**config.mk**
```make
export PLATFORM = sky130hd
export DESIGN_NAME = irq_dist
export DESIGN_NICKNAME = d
export VERILOG_FILES = /design/src/rtl/irq_dist_pkg.sv /design/src/rtl/irq_dist_regs.sv /design/src/rtl/irq_dist_state.sv /design/src/rtl/irq_dist_arb.sv /design/src/rtl/irq_dist.sv
export SDC_FILE = /design/constraint.sdc
export NUM_CORES = 1
export LEC_CHECK = 0
export BUFFER_PORTS_ARGS = -buffer_cell sky130_fd_sc_hd__buf_2
export CORE_MARGIN = 5
export CORE_UTILIZATION = 40
export CTS_CLUSTER_SIZE = 30
export DETAILED_ROUTE_END_ITERATION = 8
export PLACE_DENSITY = 0.58
export SYNTH_ARGS = -nofsm -noshare
export SYNTH_HDL_FRONTEND = slang
export SYNTH_SLANG_ARGS = --single-unit
```
**constraint.sdc**
```tcl
create_clock -name clk_i -period 7.6 [get_ports clk_i]
set_input_delay 1.14 -clock clk_i [delete_from_list [all_inputs] [get_ports clk_i]]
set_output_delay 1.14 -clock clk_i [all_outputs]
set_load 0.01 [all_outputs]
```
**src/rtl/irq_dist_pkg.sv**
```systemverilog
package irq_dist_pkg;
  localparam int unsigned ID_W = 10;
  localparam logic [ID_W-1:0] SPURIOUS_ID = 10'd1023;

  localparam logic [11:0] A_DIST_CTL = 12'h000;
  localparam logic [11:0] A_CPU_CTL  = 12'h004;
  localparam logic [11:0] A_ACK      = 12'hC00;
  localparam logic [11:0] A_EOI      = 12'hC04;
  // addr[11:7] region selectors, addr[6:2] is the word index
  localparam logic [4:0] RG_SET_EN = 5'h02;
  localparam logic [4:0] RG_CLR_EN = 5'h03;
  localparam logic [4:0] RG_TGT    = 5'h10;
endpackage

```
**src/rtl/irq_dist_regs.sv**
```systemverilog
module irq_dist_regs
  import irq_dist_pkg::*;
#(
  parameter int unsigned NUM_IRQ   = 128,
  parameter int unsigned NUM_CORES = 2
) (
  input  logic                                clk_i,
  input  logic                                rst_ni,
  input  logic                                wr_i,
  input  logic [11:0]                         addr_i,
  input  logic [31:0]                         wdata_i,
  output logic [31:0]                         rd_o,
  output logic                                dist_en_o,
  output logic                                cpu_en_o,
  output logic [NUM_IRQ-1:0]                  en_o,
  output logic [NUM_IRQ-1:0][NUM_CORES-1:0]   tgt_o
);
  localparam int unsigned EN_WORDS  = (NUM_IRQ + 31) / 32;
  localparam int unsigned TGT_WORDS = (NUM_IRQ + 3) / 4;
  localparam int unsigned EWB = (EN_WORDS > 1) ? $clog2(EN_WORDS) : 1;
  localparam int unsigned TWB = (TGT_WORDS > 1) ? $clog2(TGT_WORDS) : 1;

  logic                              dist_q, cpu_q;
  logic [NUM_IRQ-1:0]                en_q;
  logic [NUM_IRQ-1:0][NUM_CORES-1:0] tgt_q;

  logic [4:0] region, word;
  logic       set_hit, clr_hit, tgt_hit;

  assign region  = addr_i[11:7];
  assign word    = addr_i[6:2];
  assign set_hit = wr_i && (region == RG_SET_EN);
  assign clr_hit = wr_i && (region == RG_CLR_EN);
  assign tgt_hit = wr_i && (region == RG_TGT);

  always_ff @(posedge clk_i or negedge rst_ni) begin
    if (!rst_ni) begin
      dist_q <= 1'b0;
      cpu_q  <= 1'b0;
    end else if (wr_i) begin
      if (addr_i == A_DIST_CTL) dist_q <= wdata_i[0];
      if (addr_i == A_CPU_CTL)  cpu_q  <= wdata_i[0];
    end
  end

  always_ff @(posedge clk_i or negedge rst_ni) begin
    if (!rst_ni) begin
      en_q <= '0;
    end else begin
      for (int i = 0; i < NUM_IRQ; i++) begin
        if (set_hit && int'(word) == i / 32 && wdata_i[i % 32]) en_q[i] <= 1'b1;
        else if (clr_hit && int'(word) == i / 32 && wdata_i[i % 32]) en_q[i] <= 1'b0;
      end
    end
  end

  always_ff @(posedge clk_i or negedge rst_ni) begin
    if (!rst_ni) begin
      tgt_q <= '0;
    end else begin
      for (int i = 0; i < NUM_IRQ; i++) begin
        if (tgt_hit && int'(word) == i / 4) tgt_q[i] <= wdata_i[(i % 4) * 8 +: NUM_CORES];
      end
    end
  end

  // readback views
  logic [EN_WORDS-1:0][31:0]  en_words;
  logic [TGT_WORDS-1:0][31:0] tgt_words;

  always_comb begin
    en_words  = '0;
    tgt_words = '0;
    for (int i = 0; i < NUM_IRQ; i++) begin
      en_words[i / 32][i % 32] = en_q[i];
      tgt_words[i / 4][(i % 4) * 8 +: NUM_CORES] = tgt_q[i];
    end
  end

  always_comb begin
    rd_o = '0;
    if (addr_i == A_DIST_CTL) rd_o[0] = dist_q;
    if (addr_i == A_CPU_CTL)  rd_o[0] = cpu_q;
    if ((region == RG_SET_EN || region == RG_CLR_EN) && int'(word) < EN_WORDS)
      rd_o = en_words[word[EWB-1:0]];
    if (region == RG_TGT && int'(word) < TGT_WORDS)
      rd_o = tgt_words[word[TWB-1:0]];
  end

  assign dist_en_o = dist_q;
  assign cpu_en_o  = cpu_q;
  assign en_o      = en_q;
  assign tgt_o     = tgt_q;

  // a set-enable write never clears a bit
  p_set_keeps_r3: assert property (@(posedge clk_i) disable iff (!rst_ni)
    set_hit |=> (($past(en_q) & ~en_q) == '0));
endmodule

```
**src/rtl/irq_dist_state.sv**
```systemverilog
module irq_dist_state
  import irq_dist_pkg::*;
#(
  parameter int unsigned NUM_IRQ = 128
) (
  input  logic               clk_i,
  input  logic               rst_ni,
  input  logic [NUM_IRQ-1:0] src_i,
  input  logic               ack_fire_i,
  input  logic [ID_W-1:0]    ack_id_i,
  input  logic               eoi_fire_i,
  input  logic [ID_W-1:0]    eoi_id_i,
  output logic [NUM_IRQ-1:0] pend_o,
  output logic [NUM_IRQ-1:0] active_o
);
  localparam int unsigned IW = (NUM_IRQ > 1) ? $clog2(NUM_IRQ) : 1;

  logic [NUM_IRQ-1:0] src_q, active_q, set_v, clr_v;
  logic               eoi_ok;

  assign eoi_ok = eoi_fire_i && (int'(eoi_id_i) < NUM_IRQ);

  always_comb begin
    set_v = '0;
    clr_v = '0;
    if (ack_fire_i) set_v[ack_id_i[IW-1:0]] = 1'b1;
    if (eoi_ok)     clr_v[eoi_id_i[IW-1:0]] = 1'b1;
  end

  always_ff @(posedge clk_i or negedge rst_ni) begin
    if (!rst_ni) begin
      src_q    <= '0;
      active_q <= '0;
    end else begin
      src_q    <= src_i;
      active_q <= (active_q & ~clr_v) | set_v;
    end
  end

  assign pend_o   = src_q;
  assign active_o = active_q;

  p_ack_sets_active_r6: assert property (@(posedge clk_i) disable iff (!rst_ni)
    ack_fire_i |=> active_q[$past(ack_id_i[IW-1:0])]);

  p_eoi_clears_r9: assert property (@(posedge clk_i) disable iff (!rst_ni)
    (eoi_ok && !(ack_fire_i && ack_id_i == eoi_id_i)) |=> !active_q[$past(eoi_id_i[IW-1:0])]);

  p_active_hold_r7: assert property (@(posedge clk_i) disable iff (!rst_ni)
    !eoi_fire_i |=> (($past(active_q) & ~active_q) == '0));
endmodule

```
**src/rtl/irq_dist_arb.sv**
```systemverilog
module irq_dist_arb
  import irq_dist_pkg::*;
#(
  parameter int unsigned NUM_IRQ   = 128,
  parameter int unsigned NUM_CORES = 2
) (
  input  logic                                clk_i,
  input  logic                                rst_ni,
  input  logic [NUM_CORES-1:0][NUM_IRQ-1:0]   cand_i,
  output logic [NUM_CORES-1:0]                any_o,
  output logic [NUM_CORES-1:0][ID_W-1:0]      id_o
);
  for (genvar c = 0; c < NUM_CORES; c++) begin : g_core
    // lowest set index wins
    always_comb begin
      any_o[c] = 1'b0;
      id_o[c]  = '0;
      for (int i = NUM_IRQ - 1; i >= 0; i--) begin
        if (cand_i[c][i]) begin
          any_o[c] = 1'b1;
          id_o[c]  = ID_W'(i);
        end
      end
    end

    p_win_cand_r6: assert property (@(posedge clk_i) disable iff (!rst_ni)
      any_o[c] |-> (int'(id_o[c]) < NUM_IRQ) && cand_i[c][id_o[c]]);
  end
endmodule

```
**src/rtl/irq_dist.sv**
```systemverilog
module irq_dist
  import irq_dist_pkg::*;
#(
  parameter int unsigned NUM_IRQ   = 128,
  parameter int unsigned NUM_CORES = 2,
  localparam int unsigned CW = (NUM_CORES > 1) ? $clog2(NUM_CORES) : 1
) (
  input  logic                 clk_i,
  input  logic                 rst_ni,
  input  logic [NUM_IRQ-1:0]   src_i,
  input  logic [CW-1:0]        core_i,
  input  logic                 wr_i,
  input  logic                 rd_i,
  input  logic [11:0]          addr_i,
  input  logic [31:0]          wdata_i,
  output logic [31:0]          rdata_o,
  output logic [NUM_CORES-1:0] irq_o
);
  logic                              dist_en, cpu_en, gate;
  logic [NUM_IRQ-1:0]                en, pend, active;
  logic [NUM_IRQ-1:0][NUM_CORES-1:0] tgt;
  logic [NUM_CORES-1:0][NUM_IRQ-1:0] cand;
  logic [NUM_CORES-1:0]              any;
  logic [NUM_CORES-1:0][ID_W-1:0]    win_id;
  logic [31:0]                       reg_rd, rdata_q;
  logic                              ack_rd, ack_fire, eoi_fire, core_ok;
  logic [ID_W-1:0]                   ack_id;

  irq_dist_regs #(.NUM_IRQ(NUM_IRQ), .NUM_CORES(NUM_CORES)) u_regs (
    .clk_i, .rst_ni, .wr_i, .addr_i, .wdata_i,
    .rd_o(reg_rd), .dist_en_o(dist_en), .cpu_en_o(cpu_en), .en_o(en), .tgt_o(tgt)
  );

  assign gate = dist_en && cpu_en;

  always_comb begin
    for (int c = 0; c < NUM_CORES; c++)
      for (int i = 0; i < NUM_IRQ; i++)
        cand[c][i] = gate && pend[i] && en[i] && tgt[i][c] && !active[i];
  end

  irq_dist_arb #(.NUM_IRQ(NUM_IRQ), .NUM_CORES(NUM_CORES)) u_arb (
    .clk_i, .rst_ni, .cand_i(cand), .any_o(any), .id_o(win_id)
  );

  assign core_ok  = int'(core_i) < NUM_CORES;
  assign ack_rd   = rd_i && (addr_i == A_ACK);
  assign ack_fire = ack_rd && core_ok && any[core_i];
  assign ack_id   = core_ok ? win_id[core_i] : SPURIOUS_ID;
  assign eoi_fire = wr_i && (addr_i == A_EOI);

  irq_dist_state #(.NUM_IRQ(NUM_IRQ)) u_state (
    .clk_i, .rst_ni, .src_i,
    .ack_fire_i(ack_fire), .ack_id_i(ack_id),
    .eoi_fire_i(eoi_fire), .eoi_id_i(wdata_i[ID_W-1:0]),
    .pend_o(pend), .active_o(active)
  );

  always_ff @(posedge clk_i or negedge rst_ni) begin
    if (!rst_ni) rdata_q <= '0;
    else if (rd_i) begin
      if (ack_rd) rdata_q <= 32'(ack_fire ? ack_id : SPURIOUS_ID);
      else        rdata_q <= reg_rd;
    end
  end

  for (genvar c = 0; c < NUM_CORES; c++) begin : g_irq
    assign irq_o[c] = |cand[c];
  end

  assign rdata_o = rdata_q;

  p_spurious_r8: assert property (@(posedge clk_i) disable iff (!rst_ni)
    (ack_rd && !ack_fire) |=> (rdata_o == 32'(SPURIOUS_ID)) && $stable(active));

  p_gate_r2: assert property (@(posedge clk_i) disable iff (!rst_ni)
    !gate |-> !ack_fire);
endmodule

```
==> results of run 1 <==
## report_power, final
group	internal (mW)	switching [mW]
Combinational	0.124	0.271
Clock	2.22	1.63
Sequential	3.66	0.0844
Total	6.00	1.98
## sequential cells by signal, summed over array words and instances (netlist names)
signal            flops
u_regs.en_o         128
u_regs.tgt_o        256
u_state.pend_o      128
u_regs.dist_en_o      1
u_state.active_o    128
rdata_o              32
u_regs.cpu_en_o       1
## area by class of cell
cell class | instances | area [µm²]
antenna | 1 | 2.50
clock buffer | 108 | 2190
clock inverter | 30 | 424
fill | 7928 | 46200
inverter | 34 | 128
multi-input combinational | 2156 | 16200
sequential | 674 | 16900
tap | 1144 | 1430
timing repair buffer | 244 | 1360
## worst max path at each step
| stage | cells after the start | from | endpoint | slack (ps) |
|---|---|---|---|---|
| finish | 9 | u_regs.dist_en_o$_DFFE_PN0P_ | irq_o[0] | 1710 |
| global route | 9 | u_regs.dist_en_o$_DFFE_PN0P_ | irq_o[0] | 1630 |
| CTS | 9 | u_regs.dist_en_o$_DFFE_PN0P_ | irq_o[0] | 1930 |
| detailed placement | 11 | u_regs.dist_en_o$_DFFE_PN0P_ | u_state.active_o[78]$_DFF_PN0_ | 2400 |
| global placement | 10 | u_regs.dist_en_o$_DFFE_PN0P_ | u_state.active_o[42]$_DFF_PN0_ | 2440 |
| floorplan | 8 | addr_i[2] | rdata_o[8]$_DFFE_PN0P_ | 3490 |
## cells in the mapped netlist, types with 21 or more instances
| library cell | count |
|---|---|
| nand4b_1 | 24 |
| clkbuf_1 | 101 |
| o21ai_0 | 232 |
| nand4_1 | 216 |
| nand2_1 | 264 |
| o211ai_1 | 21 |
| dfrtp_1 | 674 |
| inv_1 | 34 |
| mux4_2 | 112 |
| nor2_1 | 124 |
| mux2_2 | 256 |
| nor3_1 | 39 |
| a21oi_1 | 47 |
| nor2b_1 | 106 |
| nand3_1 | 107 |
| nand2b_1 | 32 |
| and4_1 | 51 |
| o21ai_1 | 92 |
| a22o_1 | 129 |
## layout by cell type, fill, tap and decap left out, drive strengths merged, types with 18 or more instances in the layout
cell,synthesis,routed
a21oi,48,48
a22o,129,129
a31oi,19,19
and3b,18,18
and4,51,51
buf,60,244
clkbuf,121,108
dfrtp,674,674
inv,34,43
mux2,256,256
mux4,112,112
nand2,264,264
nand2b,32,32
nand3,122,122
nand4,218,218
nand4b,24,24
nor2,125,125
nor2b,106,106
nor3,39,39
nor4,23,23
o211ai,22,22
o21ai,327,327
## stage by stage
stage	instances	cell area (µm²)	power (mW)	setup slack, ps
finish	4391	38600	7.99	1710
global route	4390	38600	8.21	1630
CTS	4390	38600	8.04	1930
detailed placement	4252	35900	4.20	2400
global placement	4252	35900	4.20	2440
floorplan	3045	34000	3.93	3490
## worst min-delay path, delay by kind of cell, from the launching register on
| family | cells | cell delay (ps) |
|---|---|---|
| AOI/OAI and AO/OA | 2 | 140 |
| DFF | 1 | 330 |
## metal layers
metal / global-route usage, % / up-vias
li1: - / 11900
met1: 41.7 / 14500
met2: 49.2 / 1505
met3: 7.47 / 327
met4: 17.6 / 8
met5: 0 / -
## logic make-up after synthesis
| group | after synthesis |
|---|---|
| AOI/OAI and AO/OA | 659 |
| buffers and inverters | 215 |
| DFF | 674 |
| muxes | 369 |
| and+or+nand+nor | 1128 |
==> metrics.md, run 1 <==
| Metric | Value |
|---|---|
| Setup CP Type | `reg2out` |
| Area Growth Syn to Fin | `13.4%` |
| CTS Hold Bufs | `0` |
| Metal3 WL | `13.6 mm` |
| PD cells | `207 nW/µm²` |
| Syn Area/Cell | `11.2 µm²` |
| DP HPWL | `113 mm` |
| Num rows | `107` |
| FF-to-FF setup slack | `2140 ps` |
| Crit path cell chain | `and2_4, buf_4, and4_1, or4_1, nand4b_1, nor4_1, nor2b_1, nand2_1, buf_2` |
| Final Max Tran Viols | `0` |
| Setup bufs post-CTS | `0` |
| Fin crit share | `77.5%` |
| Largest net degree at the start of global routing | `166` |
| H-Tree Depth | `3` |
| EDFF count, synth | `0` |
| Yosys reg bits | `674` |
| IO Port Bufs | `210` |
| WL/cell | `33.7 µm` |
| Synth Area in Simple Gates | `18.9%` |
| CP max stage cell | `nor4_1` |
| Setup crit end kind | `output port` |
| Initial antenna violation count | `15` |
| Clock latency on the worst-skew pair | `670 ps` |
| Final #Nets | `3363` |
| Worst-Margin Slew | `1190 ps` |
| CP max stage delay | `870 ps` |
| Setup tns final | `0 ps` |
| Max FO, Critical Path | `71` |
| Clock tree sinks | `674` |
| Final core occ | `45.5%` |
| Layout cells sized above 1 | `24.6%` |
| Post-detailed-route DRC marker count | `0` |
| Worst clock skew | `47.0 ps` |
| Max Used Layer | `met5` |
| Drt pass-1 iters | `6` |
| Slew HR | `20.2%` |
| Synth Area in XOR/XNOR | `0%` |
| Multiplexer share of the synthesized area | `15.9%` |
| Worst min-delay path startpoint | `u_state.active_o[5]$_DFF_PN0_` |
| Vias in the first global route | `27000` |
| Hold Crit Class | `reg2reg` |
| Die Height | `302 µm` |
| Met2 routed WL | `66.0 mm` |
| Via Count | `28200` |
| CP arrival | `4750 ps` |
| FMAX | `170 MHz` |
| Post-DRT Antenna Nets | `0` |
| Sequential-to-total area share from yosys stat | `49.6%` |
| Post-DR vias/cell | `6.42` |
| Ys async rst share | `100%` |
| DR iter-0 viols | `3323` |
| Syn_nets | `3222` |
| Largest family of logic cells by synthesized area | `simple AND/OR/NAND/NOR gates` |
| Worst r2r dst | `u_state.active_o[78]$_DFF_PN0_` |
| Minimum clock period | `5890 ps` |
| Pleak | `17.5 nW` |
| RSZ-0062 raised after global routing | `no` |
| Gr usage total | `31.9%` |
| Main flop type after synthesis | `dfrtp_1` |
| Status | `complete, no violations` |
| I/O pin cnt | `211` |
| Synthesized cell area | `34000 µm²` |
| Core ar. | `84700 µm²` |
| Routability Congestion | `1.03` |
| Top post-synthesis cells by area | `dfrtp_1 50%, mux2_2 8.5%, mux4_2 7.4%` |
| Die ar. | `91000 µm²` |
| Global-route wire length before repair | `207 mm` |
| CTS Buf Count | `76` |
| Final setup viols | `0` |
| Hold depth | `2` |
| Starting density of the core | `40.1%` |
| Post-synth top area share | `49.6%` |
| GRT overflow | `0` |
| Total number of yosys warnings | `0` |
| Max-Cap Viols | `0` |
| CTS resizes | `0` |
| Cells on worst reg2reg path | `10` |
| Metal-1 WL | `58.0 mm` |
| CP top delay family | `simple AND/OR/NAND/NOR gates` |
| Buffers plus inverters on the worst setup path | `2` |
| Clock transition at path regs | `60 ps` |
| Setup crit start kind | `flip-flop` |
| Count of cell types in the netlist | `87` |
| Cells after synthesis | `3045` |
| Synth Area in Adders | `0%` |
| Clk buf depth | `3` |
| Yosys top cell by area | `dfrtp_1` |
| DIE WIDTH | `302 µm` |
| Hold Path Sink | `u_state.active_o[5]$_DFF_PN0_` |
| Synth Area in Compound Gates | `12.6%` |
| Critical Path RT | `6460 ps` |
| Final Hold Vio Count | `0` |
| CTS tree | `built` |
| Max VDD drop | `0.000207 V` |
| Routed WL | `148 mm` |
| R2r startpoint | `u_regs.dist_en_o$_DFFE_PN0P_` |
| Root Buffer | `clkbuf_16` |
| Worst hold slack | `506 ps` |
Note: power is estimated with default switching activity, not from simulation.
==> inputs of run 2 (changes only) <==
PLACE_DENSITY = 0.61   (was 0.58)
clock period = 4.91 ns   (was 7.6 ns; I/O delays follow)
==> metrics.md, run 2 (synthesis gave the netlist of run 1 again) <==
| Metric | Value |
|---|---|
| Vias in the first global route | `27200` |
| WL/cell | `33.0 µm` |
| Metal-1 WL | `57.1 mm` |
| Root Buffer | `clkbuf_16` |
| Core ar. | `84700 µm²` |
| Worst setup slack after layout | `95.7 ps` |
| Pleak | `17.6 nW` |
| Num rows | `107` |
| Layout cells sized above 1 | `25.7%` |
| Minimum clock period | `4810 ps` |
| Slew HR | `21.3%` |
| Gr usage total | `31.6%` |
| Initial antenna violation count | `15` |
| FF-to-FF setup slack | `140 ps` |
| Worst hold slack | `175 ps` |
| DIE WIDTH | `302 µm` |
| Hold Path Sink | `u_state.pend_o[96]$_DFF_PN0_` |
| Die Height | `302 µm` |
| RSZ-0062 raised after global routing | `no` |
| Most frequent cells in the layout | `674 x dfrtp_1, 264 x nand2_1, 256 x mux2_2` |
| Setup crit start kind | `flip-flop` |
| Clock tree sinks | `674` |
| Largest net degree at the start of global routing | `106` |
| Fin crit share | `98.1%` |
| Place WS | `264 ps` |
| Setup crit end kind | `output port` |
| IO Port Bufs | `210` |
| Max reg flops | `256` |
| CTS tree | `built` |
| Max-Cap Viols | `0` |
| GRT overflow | `0` |
| Die ar. | `91000 µm²` |
| Met2 routed WL | `62.6 mm` |
| Setup tns final | `0 ps` |
| Setup CP Type | `reg2out` |
| Metal3 WL | `14.7 mm` |
| CP arrival | `4080 ps` |
| Hold depth | `1` |
| I/O pin cnt | `211` |
| Status | `complete, no violations` |
| DR iter-0 viols | `3860` |
| Routed WL | `146 mm` |
| Worst r2r dst | `u_state.active_o[5]$_DFF_PN0_` |
| Most common cell after layout, fill and taps aside | `dfrtp_1` |
| Clock transition at path regs | `60 ps` |
| Clock latency on the worst-skew pair | `670 ps` |
| R2r startpoint | `u_regs.dist_en_o$_DFFE_PN0P_` |
| PD cells | `317 nW/µm²` |
| Final #Nets | `3397` |
| Worst-Margin Slew | `1180 ps` |
| FMAX | `208 MHz` |
| Cells on worst reg2reg path | `11` |
| CTS Buf Count | `76` |
| Critical Path RT | `4170 ps` |
| Max FO, Critical Path | `40` |
| Post-DR vias/cell | `6.44` |
| Power, Total | `12.3 mW` |
| Starting density of the core | `40.1%` |
| Routability Congestion | `1.05` |
| Global-route wire length before repair | `206 mm` |
| Worst min-delay path startpoint | `src_i[96]` |
| Max Used Layer | `met5` |
| Drt pass-1 iters | `6` |
| Via Count | `28500` |
| Area Growth Syn to Fin | `14.4%` |
| Worst clock skew | `31.5 ps` |
| Clk buf depth | `3` |
| H-Tree Depth | `3` |
| Final Hold Vio Count | `0` |
| Final setup viols | `0` |
| Final Max Tran Viols | `0` |
| Max VDD drop | `0.000287 V` |
| Post-detailed-route DRC marker count | `0` |
| Post-DRT Antenna Nets | `0` |
| DP HPWL | `112 mm` |
| Hold Crit Class | `in2reg` |
==> run 2: cell types whose count changed in the layout (fill, tap and decap cells not counted), moves of 2 or more <==
| cell | change |
|---|---|
| clkinv_2 | +6 |
| nor2b_1 | -2 |
| clkbuf_1 | -4 |
| diode_2 | +3 |
| buf_4 | +27 |
| clkbuf_8 | -2 |
| clkinvlp_4 | +3 |
| buf_12 | +6 |
| nor2b_2 | +2 |
==> run 2: critical path: stages (launching register included) <==
cell and delay (ps):
dfrtp_1 510, and2_4 380, buf_4 270, and4_1 240, nor4_2 430, nand4_1 260
nor3_1 450, nor2b_2 340, nand3_1 260, buf_2 230
==> run 2: worst max-delay path by stage <==
stage,start,endpoint,slack [ps],depth (start not counted)
4_1_cts,u_regs.cpu_en_o$_DFFE_PN0P_,irq_o[0],30,8
2_1_floorplan,addr_i[2],rdata_o[8]$_DFFE_PN0P_,1210,8
3_3_place_gp,u_regs.dist_en_o$_DFFE_PN0P_,u_state.active_o[23]$_DFF_PN0_,260,11
6_report,u_regs.cpu_en_o$_DFFE_PN0P_,irq_o[1],100,9
5_1_grt,u_regs.dist_en_o$_DFFE_PN0P_,u_state.active_o[5]$_DFF_PN0_,20,11
3_5_place_dp,u_regs.dist_en_o$_DFFE_PN0P_,u_state.active_o[5]$_DFF_PN0_,260,11
==> run 2: layout make-up <==
cell class,instances,area [µm²]
clock inverter,37,470
fill,7893,45800
timing repair buffer,277,1690
multi-input combinational,2157,16200
sequential,674,16900
inverter,34,128
antenna,4,10.0
clock buffer,102,2150
tap,1144,1430
==> run 2: through the flow <==
stage          instance area (µm²)  util (%)  std cells
2_1_floorplan                34000         -       3045
3_3_place_gp                 36300      42.8       4285
3_5_place_dp                 36300      42.8       4285
4_1_cts                      38900      45.9       4424
5_1_grt                      38900      45.9       4425
6_report                     38900      45.9       4429
==> run 2: where the power goes <==
group | internal (mW) | switching (mW) | total [mW]
registers | 5.66 | 0.133 | 5.80
logic | 0.201 | 0.420 | 0.621
clock network | 3.40 | 2.50 | 5.91
total | 9.27 | 3.06 | 12.3
==> run 2: timing repair <==
item | 4_1_cts | 5_1_grt
hold buffers | 0 | 0
endpoints found under the setup margin | 0 | 36
resized for setup | 0 | 6
buffers inserted | 0 | 0
==> run 2: routing by layer <==
layer	track usage, %	vias up
met1	42.6	14400
li1	-	12000
met4	19.5	2
met3	6.72	351
met2	46.5	1728
met5	0	-
